--- config.mk ---
export PLATFORM = sky130hd
export DESIGN_NAME = upd_coh_line
export DESIGN_NICKNAME = d
export VERILOG_FILES = /design/src/rtl/coh_pkg.sv /design/src/rtl/coh_snoop.sv /design/src/rtl/coh_seq.sv /design/src/rtl/upd_coh_line.sv
export SDC_FILE = /design/constraint.sdc
export NUM_CORES = 1
export LEC_CHECK = 0
export BUFFER_PORTS_ARGS = -buffer_cell sky130_fd_sc_hd__buf_2
export CORE_MARGIN = 5
export CORE_UTILIZATION = 41
export DETAILED_ROUTE_END_ITERATION = 8
export PLACE_DENSITY = 0.88
export SLEW_MARGIN = 20
export SYNTH_ARGS = -nofsm -noshare
export SYNTH_HDL_FRONTEND = slang
export SYNTH_SLANG_ARGS = --single-unit
--- constraint.sdc ---
create_clock -name clk -period 2.4 [get_ports clk]
set_input_delay 0 -clock clk [delete_from_list [all_inputs] [get_ports clk]]
set_output_delay 0 -clock clk [all_outputs]
set_load 0.05 [all_outputs]
--- src/rtl/coh_pkg.sv ---
package coh_pkg;

    typedef enum logic [2:0] {
        LS_NONE  = 3'd0,
        LS_EXCL  = 3'd1,
        LS_SHC   = 3'd2,
        LS_SHM   = 3'd3,
        LS_DIRTY = 3'd4
    } lstate_t;

    typedef enum logic [1:0] {
        OP_READ  = 2'd0,
        OP_WRITE = 2'd1,
        OP_EVICT = 2'd2,
        OP_NOP   = 2'd3
    } cpu_op_t;

    typedef enum logic [1:0] {
        BC_NONE = 2'd0,
        BC_READ = 2'd1,
        BC_UPD  = 2'd2,
        BC_WB   = 2'd3
    } bus_cmd_t;

    typedef enum logic [1:0] {
        SQ_IDLE = 2'd0,
        SQ_RD   = 2'd1,
        SQ_UPD  = 2'd2,
        SQ_WB   = 2'd3
    } seq_t;

    typedef struct packed {
        logic    we;
        lstate_t nxt;
    } st_wr_t;

    function automatic logic is_present(lstate_t s);
        return s != LS_NONE;
    endfunction

    function automatic logic is_owner(lstate_t s);
        return (s == LS_DIRTY) || (s == LS_SHM);
    endfunction

    function automatic lstate_t fill_state(logic shared);
        return shared ? LS_SHC : LS_EXCL;
    endfunction

    function automatic lstate_t after_update(logic shared);
        return shared ? LS_SHM : LS_DIRTY;
    endfunction

    function automatic lstate_t snoop_next(lstate_t s, bus_cmd_t c);
        lstate_t r;
        r = s;
        if (c == BC_READ) begin
            case (s)
                LS_EXCL:  r = LS_SHC;
                LS_DIRTY: r = LS_SHM;
                default:  r = s;
            endcase
        end else if (c == BC_UPD) begin
            if (s == LS_SHM) r = LS_SHC;
        end
        return r;
    endfunction

endpackage

--- src/rtl/coh_snoop.sv ---
module coh_snoop
    import coh_pkg::*;
(
    input  logic     clk,
    input  logic     rst,
    input  lstate_t  state,
    input  logic     snp_valid,
    input  bus_cmd_t snp_cmd,
    output st_wr_t   wr,
    output logic     shared_out,
    output logic     flush_out,
    output logic     apply
);
    logic hit;
    logic is_rd;
    logic is_upd;

    always_comb begin
        hit        = snp_valid && is_present(state);
        is_rd      = snp_cmd == BC_READ;
        is_upd     = snp_cmd == BC_UPD;
        shared_out = hit && (is_rd || is_upd);
        flush_out  = hit && is_rd && is_owner(state);
        apply      = hit && is_upd;
        wr.we      = hit && (is_rd || is_upd);
        wr.nxt     = snoop_next(state, snp_cmd);
    end

    // only an owner supplies data
    a_r6_flush_owner: assert property (@(posedge clk) disable iff (rst)
        flush_out |-> (state == LS_DIRTY || state == LS_SHM));

    // absent line stays silent on the bus
    a_r10_absent_quiet: assert property (@(posedge clk) disable iff (rst)
        (state == LS_NONE) |-> !(shared_out || flush_out || apply));

endmodule

--- src/rtl/coh_seq.sv ---
module coh_seq
    import coh_pkg::*;
#(
    parameter int WORD_W = 32
) (
    input  logic              clk,
    input  logic              rst,
    input  lstate_t           state,
    input  logic              cpu_valid,
    input  cpu_op_t           cpu_op,
    input  logic [WORD_W-1:0] cpu_wdata,
    input  logic              snp_valid,
    input  logic              bus_gnt,
    input  logic              bus_shared,
    output st_wr_t            wr,
    output logic              cpu_ready,
    output logic              cpu_done,
    output logic              bus_req,
    output bus_cmd_t          bus_cmd,
    output logic [WORD_W-1:0] bus_word
);
    seq_t              fsm, fsm_n;
    logic              pend_wr, pend_wr_n;
    logic              done_n;
    logic [WORD_W-1:0] word_q, word_n;
    logic              accept;

    always_comb begin
        cpu_ready = (fsm == SQ_IDLE) && !snp_valid;
        accept    = cpu_valid && cpu_ready;
        bus_req   = fsm != SQ_IDLE;
        bus_word  = word_q;
        case (fsm)
            SQ_RD:   bus_cmd = BC_READ;
            SQ_UPD:  bus_cmd = BC_UPD;
            SQ_WB:   bus_cmd = is_owner(state) ? BC_WB : BC_NONE;
            default: bus_cmd = BC_NONE;
        endcase
    end

    always_comb begin
        fsm_n     = fsm;
        pend_wr_n = pend_wr;
        done_n    = 1'b0;
        word_n    = word_q;
        wr.we     = 1'b0;
        wr.nxt    = state;
        case (fsm)
            SQ_IDLE: if (accept) begin
                case (cpu_op)
                    OP_READ: begin
                        if (is_present(state)) done_n = 1'b1;
                        else begin
                            fsm_n     = SQ_RD;
                            pend_wr_n = 1'b0;
                        end
                    end
                    OP_WRITE: begin
                        word_n = cpu_wdata;
                        case (state)
                            LS_NONE: begin
                                fsm_n     = SQ_RD;
                                pend_wr_n = 1'b1;
                            end
                            LS_EXCL: begin
                                wr.we  = 1'b1;
                                wr.nxt = LS_DIRTY;
                                done_n = 1'b1;
                            end
                            LS_DIRTY: done_n = 1'b1;
                            default:  fsm_n = SQ_UPD;
                        endcase
                    end
                    OP_EVICT: begin
                        if (is_owner(state)) fsm_n = SQ_WB;
                        else begin
                            wr.we  = is_present(state);
                            wr.nxt = LS_NONE;
                            done_n = 1'b1;
                        end
                    end
                    default: ;
                endcase
            end
            SQ_RD: if (bus_gnt) begin
                wr.we = 1'b1;
                if (!pend_wr) begin
                    wr.nxt = fill_state(bus_shared);
                    done_n = 1'b1;
                    fsm_n  = SQ_IDLE;
                end else if (bus_shared) begin
                    wr.nxt = LS_SHC;
                    fsm_n  = SQ_UPD;
                end else begin
                    wr.nxt = LS_DIRTY;
                    done_n = 1'b1;
                    fsm_n  = SQ_IDLE;
                end
            end
            SQ_UPD: if (bus_gnt) begin
                wr.we  = 1'b1;
                wr.nxt = after_update(bus_shared);
                done_n = 1'b1;
                fsm_n  = SQ_IDLE;
            end
            SQ_WB: if (bus_gnt) begin
                wr.we  = 1'b1;
                wr.nxt = LS_NONE;
                done_n = 1'b1;
                fsm_n  = SQ_IDLE;
            end
            default: fsm_n = SQ_IDLE;
        endcase
    end

    always_ff @(posedge clk) begin
        if (rst) begin
            fsm      <= SQ_IDLE;
            pend_wr  <= 1'b0;
            cpu_done <= 1'b0;
            word_q   <= '0;
        end else begin
            fsm      <= fsm_n;
            pend_wr  <= pend_wr_n;
            cpu_done <= done_n;
            word_q   <= word_n;
        end
    end

    // a write hit on an exclusive-clean line never touches the bus
    a_r4_excl_write_silent: assert property (@(posedge clk) disable iff (rst)
        (accept && cpu_op == OP_WRITE && state == LS_EXCL) |=> !bus_req);

    // a word update is only broadcast from a shared state
    a_r4_upd_from_shared: assert property (@(posedge clk) disable iff (rst)
        (bus_req && bus_cmd == BC_UPD) |-> (state == LS_SHC || state == LS_SHM));

    // a write-back comes only from an owner
    a_r7_wb_owner: assert property (@(posedge clk) disable iff (rst)
        (bus_cmd == BC_WB) |-> is_owner(state));

    // no acceptance while a snoop is on the bus
    a_r8_snoop_blocks: assert property (@(posedge clk) disable iff (rst)
        snp_valid |-> !cpu_ready);

endmodule

--- src/rtl/upd_coh_line.sv ---
module upd_coh_line
    import coh_pkg::*;
#(
    parameter int WORD_W = 32
) (
    input  logic              clk,
    input  logic              rst,
    input  logic              cpu_valid,
    input  logic [1:0]        cpu_op,
    input  logic [WORD_W-1:0] cpu_wdata,
    output logic              cpu_ready,
    output logic              cpu_done,
    output logic              bus_req,
    input  logic              bus_gnt,
    output logic [1:0]        bus_cmd,
    output logic [WORD_W-1:0] bus_word,
    input  logic              bus_shared,
    input  logic              snp_valid,
    input  logic [1:0]        snp_cmd,
    input  logic [WORD_W-1:0] snp_word,
    output logic              shared_out,
    output logic              flush_out,
    output logic              upd_apply,
    output logic [WORD_W-1:0] upd_word,
    output logic [2:0]        line_state
);
    lstate_t  st_q;
    st_wr_t   seq_wr;
    st_wr_t   snp_wr;
    bus_cmd_t cmd_i;

    coh_seq #(.WORD_W(WORD_W)) u_seq (
        .clk        (clk),
        .rst        (rst),
        .state      (st_q),
        .cpu_valid  (cpu_valid),
        .cpu_op     (cpu_op_t'(cpu_op)),
        .cpu_wdata  (cpu_wdata),
        .snp_valid  (snp_valid),
        .bus_gnt    (bus_gnt),
        .bus_shared (bus_shared),
        .wr         (seq_wr),
        .cpu_ready  (cpu_ready),
        .cpu_done   (cpu_done),
        .bus_req    (bus_req),
        .bus_cmd    (cmd_i),
        .bus_word   (bus_word)
    );

    coh_snoop u_snoop (
        .clk        (clk),
        .rst        (rst),
        .state      (st_q),
        .snp_valid  (snp_valid),
        .snp_cmd    (bus_cmd_t'(snp_cmd)),
        .wr         (snp_wr),
        .shared_out (shared_out),
        .flush_out  (flush_out),
        .apply      (upd_apply)
    );

    always_ff @(posedge clk) begin
        if (rst)            st_q <= LS_NONE;
        else if (snp_wr.we) st_q <= snp_wr.nxt;
        else if (seq_wr.we) st_q <= seq_wr.nxt;
    end

    always_comb begin
        bus_cmd    = cmd_i;
        upd_word   = snp_word;
        line_state = st_q;
    end

    // a snooped update takes ownership away
    a_r5_upd_demotes: assert property (@(posedge clk) disable iff (rst)
        (snp_valid && snp_cmd == 2'd2 && st_q == LS_SHM) |=> (line_state == 3'd2));

    // a snooped read leaves an owner in shared-modified
    a_r6_owner_keeps: assert property (@(posedge clk) disable iff (rst)
        (snp_valid && snp_cmd == 2'd1 && is_owner(st_q)) |=> (line_state == 3'd3));

    // the state code is always a legal one
    a_r1_legal_state: assert property (@(posedge clk) disable iff (rst)
        line_state <= 3'd4);

endmodule

==> flow_summary.toml <==
[synth]
synth_area_leaders = "dfxtp_1, nand2_1, buf_4"
synth_edf_count = 0
async_flop_share_pct = 0
synth.ff_latch_count = 39
yosysTopAreaCell = "dfxtp_1"
synth_fp_nets = 359
ys_types = 47
postSynthAreaPerCell_um2 = 7.67
syn_area_um2 = 2140
synth_seq_area_share_pct = 36.5
syn_inst = 279
synth.top_cell.area_share_pct = 36.5
synth-main-ff-cell = "dfxtp_1"
yosys_warnings = 0

[clocking]
clock_latency_ns = 0.29
cts_max_level = 2
cts-root-buf = "clkbuf_8"
clkSinkCount = 39
clkSlewWorstSetupHoldPaths_ns = 0.08
cts_inserted_buffers = 5
cts_setup_buffers = 0
cts_buffer_depth = 2
tritoncts = "done"

[die]
ios = 149
die_x_um = 82.2
dieArea_um2 = 6760
dieHeight_um = 82.2
initial_utilization_pct = 42.2
core_area_um2 = 5070
rows = 26

[placed_design]
placed_cell_area_um2 = 2350
hpwlAfterDp_um = 3910
gp_congestion = 0.918
portBuffers = 84

[outcome]
status = "finished clean"

[timing]
fin_worst_skew_ns = 0.00919
rsz0062_at_grt = "false"
finalHoldViolCount = 0
worst_pin_slew_ns = 0.753
clock.fmax_mhz = 528
fin_crit_sh_pct = 79.0
setup_viol = 0
tns_ns = 0
fin_crit_ns = 1.90
relSlewSlack_pct = 49.8
drv_slew = 0

[pwr]
switchingPower_mw = 0.423
clockPowerShare_pct = 30.8
power_frac_comb_pct = 21.0
p_sw_share_pct = 30.0
seqPwrFrac_pct = 48.2
leakagePower_nw = 1.21
ir_drop_mv = 0.246
cell_internal_pwr_mw = 0.989
power_density_nw_per_um2 = 513

[cells_and_area]
nets = 435
diodes = 0
area_growth_pct = 28.7
final_area_um2 = 2750
drive_gt1_share_pct = 29.2

[drt]
routedWlPerCell_um = 13.5
routed_wl_um = 5740
viasPerCell = 4.90
dr.pass1.iters = 4
final_antenna_net_count = 0
via_count = 2089
route.detailed.drc = 0
drt-initial-drc-count = 97

[global_route]
grt_util_met3_pct = 4.66
overflow = 0
grt_pass1_vias = 1930
use_met1_pct = 20.7
grt_max_degree = 42
grt_usage_pct = 17.2
grtUsageMet2_pct = 30.0
antenna_found_initial = 0
top_usage_layer = "met2"
grt_pass1_wl_um = 9140

[worst_setup_path]
path_class = "flop to flop"
crit_fanout = 13
endpoint_kind = "flop"
start_kind = "flop"
cp.arrival_ns = 2.08
crit_required_ns = 2.58

[worst_hold_path]
hold_path.class = "primary input to output pin"

[job]
drv_cap = 0
worst max-delay path, cell delays in order (launching register included):
cell and delay, ns:
dfxtp_1 0.54, or4b_1 0.49, o22ai_2 0.14, nor2_2 0.08, o31ai_2 0.22, mux2_4 0.32
final timing paths:
kind | from | to | slack [ns] | depth (start not counted)
worst max-delay path | line_state[2]$_SDFFE_PP0P_ | u_seq.fsm[1]$_SDFFE_PP0P_ | 0.50 | 5
worst min-delay path | snp_word[14] | upd_word[14] | 0.00002 | 0
worst max register to register | line_state[2]$_SDFFE_PP0P_ | u_seq.fsm[1]$_SDFFE_PP0P_ | 0.50 | 5
worst min register to register | u_seq.bus_word[29]$_SDFFE_PP0P_ | u_seq.bus_word[29]$_SDFFE_PP0P_ | 0.45 | 2
layer usage:
layer	vias to the layer above	wire length (um)
met5	-	0
met4	0	62
met3	8	465
met2	89	3010
met1	943	2200
li1	1049	-
final cells by class:
class,count,area [um^2]
clock buffers,6,72.6
clock inverters,2,12.5
fillers,508,2320
inverters,5,18.8
multi-input cells,184,1010
flip-flops and latches,39,781
well taps,70,87.6
repair buffers,120,771
registers in the layout, indices dropped and copies added (netlist names):
| register | count |
|---|---|
| u_seq.cpu_done | 1 |
| line_state | 3 |
| u_seq.fsm | 2 |
| u_seq.bus_word | 32 |
| u_seq.pend_wr | 1 |
per-stage QoR:
stage          power (mW)  setup WS (ns)  hold WS [ns]  std cells  utilization (%)
3_3_place_gp        0.944          0.559      0.000341        386             46.3
4_1_cts              1.44          0.501      0.000341        426             54.3
6_report             1.41          0.505     0.0000162        426             54.3
3_5_place_dp        0.949          0.490      0.000341        386             46.3
5_1_grt              1.48          0.420     0.0000718        426             54.3
2_1_floorplan        1.02         0.0402         0.102        279                -
synthesized netlist by cell type (all sizes together), types with 2 or more instances:
cell,number
nand3b,2
nor2b,3
and2,2
o22ai,3
buf,39
or2,2
o31ai,2
nor4bb,2
ha,6
or4b,2
clkbuf,12
inv,5
nor3b,2
nor2,12
nand2b,4
dfxtp,39
a31oi,2
a21boi,2
nand3,4
a21oi,42
nand2,73
power by group through the flow:
stage          logic (mW)  clock network, mW  registers, mW
2_1_floorplan       0.276                  0          0.739
3_3_place_gp        0.250                  0          0.694
3_5_place_dp        0.253                  0          0.696
4_1_cts             0.294              0.463          0.680
5_1_grt             0.320              0.479          0.684
6_report            0.296              0.435          0.681
kinds of logic after synthesis:
logic type	after synthesis	synth area share (%)
simple gates	116	25.9
compound gates	60	16.7
buf+inv	56	16.3
flops	39	36.5
fa+ha+maj	6	3.51
xor+xnor	1	0.409
mux	1	0.702
placed cells by master, fill, tap and decap left out, types with 2 or more instances in the layout:
cell,instances
and2_1,2
a21boi_0,2
nor2b_1,3
a21oi_1,42
buf_4,4
nand2_1,73
nor2_1,11
ha_1,6
nand3_1,4
a31oi_1,2
buf_2,84
nand3b_1,2
inv_1,5
dfxtp_1,39
nand2b_1,4
clkbuf_8,5
nor3b_1,2
o22ai_1,2
dlygate4sd3_1,32
nor4bb_1,2
what timing repair did:
action,4_1_cts,5_1_grt
hold buffers,32,0
endpoints found under the setup margin,0,0
hold endpoints to repair,32,0
resized for setup,0,0
Note: power is estimated with default switching activity, not from simulation.
